### src/rtl/spoll_pkg.sv
package spoll_pkg;
    typedef enum logic [2:0] {
        ST_IDLE,
        ST_POLL_REQ,
        ST_POLL_WAIT,
        ST_RECHK_REQ,
        ST_RECHK_WAIT,
        ST_FETCH_REQ,
        ST_FETCH_WAIT,
        ST_FINISH
    } spoll_state_t;

    localparam int unsigned ERR_BIT = 5;
endpackage

### src/rtl/spoll_judge.sv
module spoll_judge #(
    parameter int DW = 8
) (
    input  logic [DW-1:0] status,
    input  logic          want_msb,
    output logic          match,
    output logic          err_flag
);
    localparam int MSB = DW - 1;

    always_comb begin
        match    = (status[MSB] == want_msb);
        err_flag = status[spoll_pkg::ERR_BIT];
    end
endmodule

### src/rtl/spoll_limit.sv
module spoll_limit #(
    parameter int MAX_POLLS = 4
) (
    input  logic clk,
    input  logic rst_n,
    input  logic clr,
    input  logic inc,
    output logic hit
);
    generate
        if (MAX_POLLS == 0) begin : g_unlimited
            assign hit = 1'b0;
        end else begin : g_limited
            localparam int CW = $clog2(MAX_POLLS + 1);
            localparam logic [CW-1:0] LAST = CW'(MAX_POLLS - 1);
            logic [CW-1:0] cnt;

            always_ff @(posedge clk) begin
                if (!rst_n || clr) cnt <= '0;
                else if (inc && cnt != LAST) cnt <= cnt + 1'b1;
            end

            assign hit = (cnt == LAST);

            // the count never runs past the last allowed poll
            assert_no_overflow_R9: assert property (@(posedge clk) disable iff (!rst_n)
                cnt <= LAST);
        end
    endgenerate
endmodule

### src/rtl/status_poll_ctrl.sv
module status_poll_ctrl #(
    parameter int DW        = 8,
    parameter int AW        = 16,
    parameter int MAX_POLLS = 0
) (
    input  logic          clk,
    input  logic          rst_n,
    input  logic          start,
    input  logic [DW-1:0] exp_data,
    input  logic [AW-1:0] poll_addr,
    output logic          rd_req,
    output logic [AW-1:0] rd_addr,
    input  logic          rd_valid,
    input  logic [DW-1:0] rd_data,
    output logic          busy,
    output logic          done,
    output logic          pass,
    output logic          fail,
    output logic [DW-1:0] verified_data
);
    import spoll_pkg::*;

    spoll_state_t state, nxt;
    logic [AW-1:0] addr_q;
    logic          want_q;
    logic          match, err_flag, lim_hit;
    logic          accept, poll_again;

    spoll_judge #(.DW(DW)) u_judge (
        .status   (rd_data),
        .want_msb (want_q),
        .match    (match),
        .err_flag (err_flag)
    );

    assign accept     = (state == ST_IDLE) && start;
    assign poll_again = (state == ST_POLL_WAIT) && rd_valid && !match && !err_flag;

    spoll_limit #(.MAX_POLLS(MAX_POLLS)) u_limit (
        .clk   (clk),
        .rst_n (rst_n),
        .clr   (accept),
        .inc   (poll_again),
        .hit   (lim_hit)
    );

    // state register
    always_ff @(posedge clk) begin
        if (!rst_n) state <= ST_IDLE;
        else        state <= nxt;
    end

    // next state
    always_comb begin
        nxt = state;
        unique case (state)
            ST_IDLE:       if (start) nxt = ST_POLL_REQ;
            ST_POLL_REQ:   nxt = ST_POLL_WAIT;
            ST_POLL_WAIT:
                if (rd_valid) begin
                    if (match)         nxt = ST_FETCH_REQ;
                    else if (err_flag) nxt = ST_RECHK_REQ;
                    else if (lim_hit)  nxt = ST_FINISH;
                    else               nxt = ST_POLL_REQ;
                end
            ST_RECHK_REQ:  nxt = ST_RECHK_WAIT;
            ST_RECHK_WAIT:
                if (rd_valid) nxt = match ? ST_FETCH_REQ : ST_FINISH;
            ST_FETCH_REQ:  nxt = ST_FETCH_WAIT;
            ST_FETCH_WAIT: if (rd_valid) nxt = ST_FINISH;
            ST_FINISH:     nxt = ST_IDLE;
            default:       nxt = ST_IDLE;
        endcase
    end

    // outputs decoded from state
    always_comb begin
        rd_req = (state == ST_POLL_REQ) || (state == ST_RECHK_REQ) || (state == ST_FETCH_REQ);
        busy   = (state != ST_IDLE);
        done   = (state == ST_FINISH);
    end

    // latched run context and results
    always_ff @(posedge clk) begin
        if (!rst_n) begin
            addr_q        <= '0;
            want_q        <= 1'b0;
            pass          <= 1'b0;
            fail          <= 1'b0;
            verified_data <= '0;
        end else if (accept) begin
            addr_q        <= poll_addr;
            want_q        <= exp_data[DW-1];
            pass          <= 1'b0;
            fail          <= 1'b0;
            verified_data <= '0;
        end else if (rd_valid) begin
            if (poll_again && lim_hit)                        fail <= 1'b1;
            if (state == ST_RECHK_WAIT && !match)             fail <= 1'b1;
            if (state == ST_FETCH_WAIT) begin
                pass          <= 1'b1;
                verified_data <= rd_data;
            end
        end
    end

    assign rd_addr = addr_q;

    // never both outcomes
    assert_outcome_exclusive_R10: assert property (@(posedge clk) disable iff (!rst_n)
        !(pass && fail));
    // done lasts one cycle
    assert_done_single_R10: assert property (@(posedge clk) disable iff (!rst_n)
        done |=> !done);
    // request is a one-cycle pulse
    assert_req_pulse_R2: assert property (@(posedge clk) disable iff (!rst_n)
        rd_req |=> !rd_req);
    // address held for the whole run
    assert_addr_held_R11: assert property (@(posedge clk) disable iff (!rst_n)
        (busy && $past(busy)) |-> $stable(rd_addr));
    // failed re-read ends the run at once with fail
    assert_recheck_fail_R6: assert property (@(posedge clk) disable iff (!rst_n)
        (state == ST_RECHK_WAIT && rd_valid && !match) |=> (done && fail));
    // a match leads straight to the final read request
    assert_match_fetch_R7: assert property (@(posedge clk) disable iff (!rst_n)
        (state == ST_POLL_WAIT && rd_valid && match) |=> rd_req);
endmodule

### config.mk
export PLATFORM = sky130hd
export DESIGN_NAME = status_poll_ctrl
export DESIGN_NICKNAME = d
export VERILOG_FILES = /design/src/rtl/spoll_pkg.sv /design/src/rtl/spoll_judge.sv /design/src/rtl/spoll_limit.sv /design/src/rtl/status_poll_ctrl.sv
export SDC_FILE = /design/constraint.sdc
export NUM_CORES = 1
export LEC_CHECK = 0
export ABC_AREA = 1
export ABC_CLOCK_PERIOD_IN_PS = 1700
export BUFFER_PORTS_ARGS = -buffer_cell sky130_fd_sc_hd__buf_4
export CORE_UTILIZATION = 49
export DETAILED_ROUTE_END_ITERATION = 8
export PLACE_DENSITY_LB_ADDON = 0.25
export SYNTH_ARGS = -nofsm -noshare
export SYNTH_HDL_FRONTEND = slang
export SYNTH_SLANG_ARGS = --single-unit
### constraint.sdc
create_clock -name clk -period 1.7 [get_ports clk]
set_input_delay 0.085 -clock clk [delete_from_list [all_inputs] [get_ports clk]]
set_output_delay 0.085 -clock clk [all_outputs]
set_load 0.02 [all_outputs]
**Yosys cells after proc, flatten, opt, wreduce, memory -nomap -nowiden**

Cells that the tools add are included.

- Eq/ne operators: 12
- Mux-type cells: 8
- Bitwise gates (word level): 1
- Reduce and logical (&&, ||, !) cells: 11

Operator list:

| cell | count |
|---|---|
| $pmux W3 S8 | 1 |
| $mux W3 | 5 |
| $eq A3 B3 Y1 const B | 4 |
| $ne A2 B2 Y1 const B | 4 |
| $eq A3 B2 Y1 const B | 2 |
| $mux W2 | 2 |
| $reduce_and A2 Y1 | 2 |
| $reduce_and A4 Y1 | 1 |
| $eq A3 B1 Y1 const B | 1 |
| $logic_not A3 Y1 | 1 |
| $reduce_bool A3 Y1 | 1 |
| $logic_and A1 B1 Y1 | 2 |
| $logic_or A1 B1 Y1 | 2 |
| $reduce_or A2 Y1 | 1 |
| $eq A1 B1 Y1 | 1 |
| $logic_not A1 Y1 | 1 |
| $not A1 Y1 | 1 |

- Register bits after elaboration: 30
- Output and inout bits: 29
- Logic and storage cells: 38

**Depth between registers and ports, before layout**

- Depth in word-level cells: 4
- Gate-level depth with buffers: 8
- Mapped depth without buffers: 7

**Modules after synthesis**

From an unflattened synthesis, not the netlist that was laid out.

- Cell total of the unflattened synthesis: 171
- Area total of the unflattened synthesis: 1247.4 um^2

Modules (own cells, without submodules):

| module | times used | cells an instance | area each (um^2) | sequential area each (um^2) |
|---|---|---|---|---|
| status_poll_ctrl | 1 | 163 | 1209.9 | 600.6 |
| spoll_judge | 1 | 6 | 26.3 | 0.0 |
| spoll_limit | 1 | 2 | 11.3 | 0.0 |

**Least setup slack after synthesis**

Ideal clock, no wire load.

- Kind: reg2reg
- From: register state[1]
- To: register state[1]
- Data arrival time: 964 ps
- Data required time: 1582 ps
- Setup slack: 618 ps
- Stages on the path, launching flop included: 8
- Buffers on the path: 1
- Period minus slack after synthesis: 1082 ps
- Cells stage by stage: dfxtp_1 > buf_6 > nor2_4 > nand2_2 > nor2_1 > nor2_2 > nand2_1 > a21oi_2

- Word-level cells in the longest chain between the ends: 3
- Elaborated cells between the ends (all ways): 14

RTL lines:

| element | line | text |
|---|---|---|
| start: declaration | status_poll_ctrl.sv:23 | `spoll_state_t state, nxt;` |
| start signal: assignment | status_poll_ctrl.sv:50 | `else state <= nxt;` |
| $eq A3 B3 Y1, or another cell as far along | status_poll_ctrl.sv:56 | `unique case (state)` |
| $ne A2 B2 Y1 (no line) | - |  |
| $reduce_and A4 Y1 (no line) | - |  |

Parallel ways exist; a longest one is shown, timed or not.
A chain may end at the register's enable or synchronous reset.

**Worst setup path after layout**

- From: register state[1]
- To: register addr_q[5], in the netlist rd_addr[5]

- Word-level cells in the longest chain between the ends: 2

RTL lines:

| element | line | text |
|---|---|---|
| $logic_not A3 Y1 | status_poll_ctrl.sv:36 | `assign accept = (state == ST_IDLE) && start;` |
| $logic_and A1 B1 Y1 | status_poll_ctrl.sv:36 |  |
| end signal: assignment | status_poll_ctrl.sv:92 | `addr_q <= poll_addr;` |
| end: declaration | status_poll_ctrl.sv:24 | `logic [AW-1:0] addr_q;` |

No other way between the ends.

==> key figures <==
Synth
  • Sequential share of the synthesized area: 0.4332
  • Post-Syn Area: 1386 µm²
  • Syn_nets: 197
  • Synth Instances: 161
  • Yosys reg bits: 30
  • Distinct cells, synth: 22
  • Synth Warn #: 0
  • Syn Area/Cell: 8.611 µm²

Finish
  • Area of the multi-input gates: 613.1 µm²
  • Sequential cell area: around 600 µm²
  • Util after Layout: 0.7583
  • Area grow syn2layout: 40.43%
  • Layout cells sized above 1: 0.4737
  • Nets: around 260
  • Fillcell total: 190
  • Cell area after layout: ~1900 µm²
  • Antenna Cells: 0

Floorplan
  • Initial core utilization: 0.5400
  • Die area: just over 3000 µm²
  • Core ar.: around 2600 µm²
  • Die Width: around 55 µm
  • Die Y-Extent: 55.19 µm
  • IO Pins: 65
  • # rows: 18

STA
  • Hold WS: between 0.01 and 0.015 ns
  • Clk_skew: about 0.0083 ns
  • Fin crit period: approximately 1.4 ns
  • Final Cycle Share: 0.8252
  • PnR worst setup slack: between 0.2 and 0.3 ns
  • Final hold vios: 0
  • Setup violations, final: 0
  • TNS Setup: 0 ns
  • Max-slew violations: 0
  • Slew HR: 0.7673
  • RSZ-0062 raised after global routing: false
  • Tightest Pin Transition: roughly 0.35 ns
  • F_max: ~0.71 GHz

Place
  • IO buf count: 57
  • Post-DP HPWL: slightly above 2000 µm
  • RD Place Congestion: around 0.82
  • Area after DPL: about 1800 µm²
  • Pre-CTS setup slack: between 0.2 and 0.3 ns

Worst setup path
  • Worst Setup End Kind: flop
  • CP Max Fanout: 22
  • Arrival time at the worst endpoint: 1.63 ns
  • Setup Crit Path Kind: flop to flop
  • Crit path launch type: flop
  • Required @ worst endpoint: a little under 2 ns

Clock tree
  • CTS H-tree lvls: 2
  • CTS tree: done
  • CTS Buffer Depth: 2
  • Clock-pin slew on the worst setup and hold paths: 0.09 ns
  • Clk root buf: clkbuf_4
  • Number of sinks on the clock net: 30
  • TritonCTS Buffers: 5
  • PostCTS Resize Cnt: 0
  • Clock Latency Late Sink: between 0.3 and 0.4 ns

Global routing
  • First-pass GRT wire length: roughly 4400 µm
  • Initial antenna violation count: 0
  • Vias in the first global route: about 1,100
  • GR Overflow Total: 0
  • GRT Overall Usage: 0.2152
  • Largest net degree at the start of global routing: 23

Run
  • Max cap viols: 0

Detailed routing
  • Routed WL: between 3000 and 4000 µm
  • Avg WL per Cell: about 12 µm
  • Via-to-Cell Ratio: about 4.9
  • Starting DRC count in detailed routing: 13
  • Final ANT Viol Nets: 0
  • TritonRoute pass-1 iters: 4
  • Vias: between 1,000 and 1,500
  • Residual DRC: 0

Power and ir drop
  • Power Dens Cells: 941.8 nW/µm²
  • Max rail drop VDD: 0.8113 mV
  • Leakage: around 0.84 nW

Status
  • Status: finished clean

Hold path
  • Hold Crit Class: primary input to flop
where the power goes:
| group | internal [mW] | leakage, nW | total (mW) | switching, mW |
|---|---|---|---|---|
| sequential | 0.772 | 0.246 | 0.824 | 0.0524 |
| clock | 0.200 | 0.0353 | 0.441 | 0.241 |
| combinational | 0.246 | 0.562 | 0.568 | 0.322 |
layer usage:
| layer | track usage | routed length, µm | vias up |
|---|---|---|---|
| met5 | 0 | 0 | - |
| met2 | 0.3876 | 1580 | 41 |
| met4 | 0.07500 | 42 | 0 |
| li1 | - | - | 650 |
| met1 | 0.2117 | 1212 | 561 |
| met3 | 0.1066 | 248 | 6 |
final timing paths:
path | from | endpoint | slack [ns] | depth (start not counted)
setup / recovery | state[1]$_SDFFE_PN0P_ | rd_addr[5]$_SDFFE_PN0P_ | 0.30 | 5
hold / removal | exp_data[7] | want_q$_SDFFE_PN0P_ | 0.01 | 3
setup reg to reg | state[1]$_SDFFE_PN0P_ | rd_addr[5]$_SDFFE_PN0P_ | 0.30 | 5
hold reg to reg | rd_addr[0]$_SDFFE_PN0P_ | rd_addr[0]$_SDFFE_PN0P_ | 0.45 | 2
layout by cell type (no fill, tap or decap), drive strengths merged, types with 7 or more instances in the layout:
cell type | netlist | routed
dlygate4sd3 | 0 | 9
clkbuf | 0 | 7
buf | 9 | 59
dfxtp | 30 | 30
nor2 | 11 | 11
nand2 | 24 | 24
nand3 | 11 | 11
a21oi | 30 | 30
o21ai | 19 | 19
inv | 24 | 24
synthesized netlist by cell type, drive strengths merged:
| cell type | instances | area, µm² |
|---|---|---|
| xor2 | 1 | 8.760 |
| nand3 | 11 | 67.57 |
| o21bai | 1 | 7.510 |
| nand2 | 24 | 105.1 |
| o21ai | 19 | 151.4 |
| a21oi | 30 | 210.2 |
| nor4 | 1 | 6.260 |
| inv | 24 | 90.09 |
| buf | 9 | 82.57 |
| nor2 | 11 | 56.31 |
| dfxtp | 30 | 600.6 |
critical path: stages (launching register included):
cell and delay [ns]:
dfxtp_1 0.41, nor2_4 0.16, nand3_4 0.28, buf_12 0.27, o21ai_2 0.13, a21oi_2 0.04
final cells by class:
cell class	instances	area share
inverter	24	0.04627
multi-input combinational	98	0.3149
timing repair buffer	68	0.2802
clock inverter	1	0.002571
sequential	30	0.3085
clock buffer	7	0.02828
tap	30	0.01928
state kept, by name, summed over array words and instances (netlist names):
| name | flops |
|---|---|
| pass | 1 |
| state | 3 |
| rd_addr | 16 |
| fail | 1 |
| verified_data | 8 |
| want_q | 1 |
cell families (layout without fill, tap and decap cells):
| family | Yosys count | in the layout | share of synthesized area |
|---|---|---|---|
| AO/OA/AOI/OAI | 50 | 50 | 0.2662 |
| flip-flops | 30 | 30 | 0.4332 |
| buffers and inverters | 33 | 100 | 0.1245 |
| XOR/XNOR | 1 | 1 | 0.006319 |
| AND/OR/NAND/NOR | 47 | 47 | 0.1697 |
through the flow:
stage | power [mW] | std cells
finish | 1.834 | 258
global route | 1.938 | 258
CTS | 1.837 | 255
detailed placement | 1.387 | 241
global placement | 1.371 | 241
floorplan | 1.211 | 161
timing repair:
| item | in CTS | in global routing |
|---|---|---|
| setup buffers | 0 | 0 |
| hold endpoints to repair | 6 | 3 |
| endpoints found under the setup margin | 0 | 0 |
| hold buffers | 6 | 3 |
(Power assumes the default switching activity.)
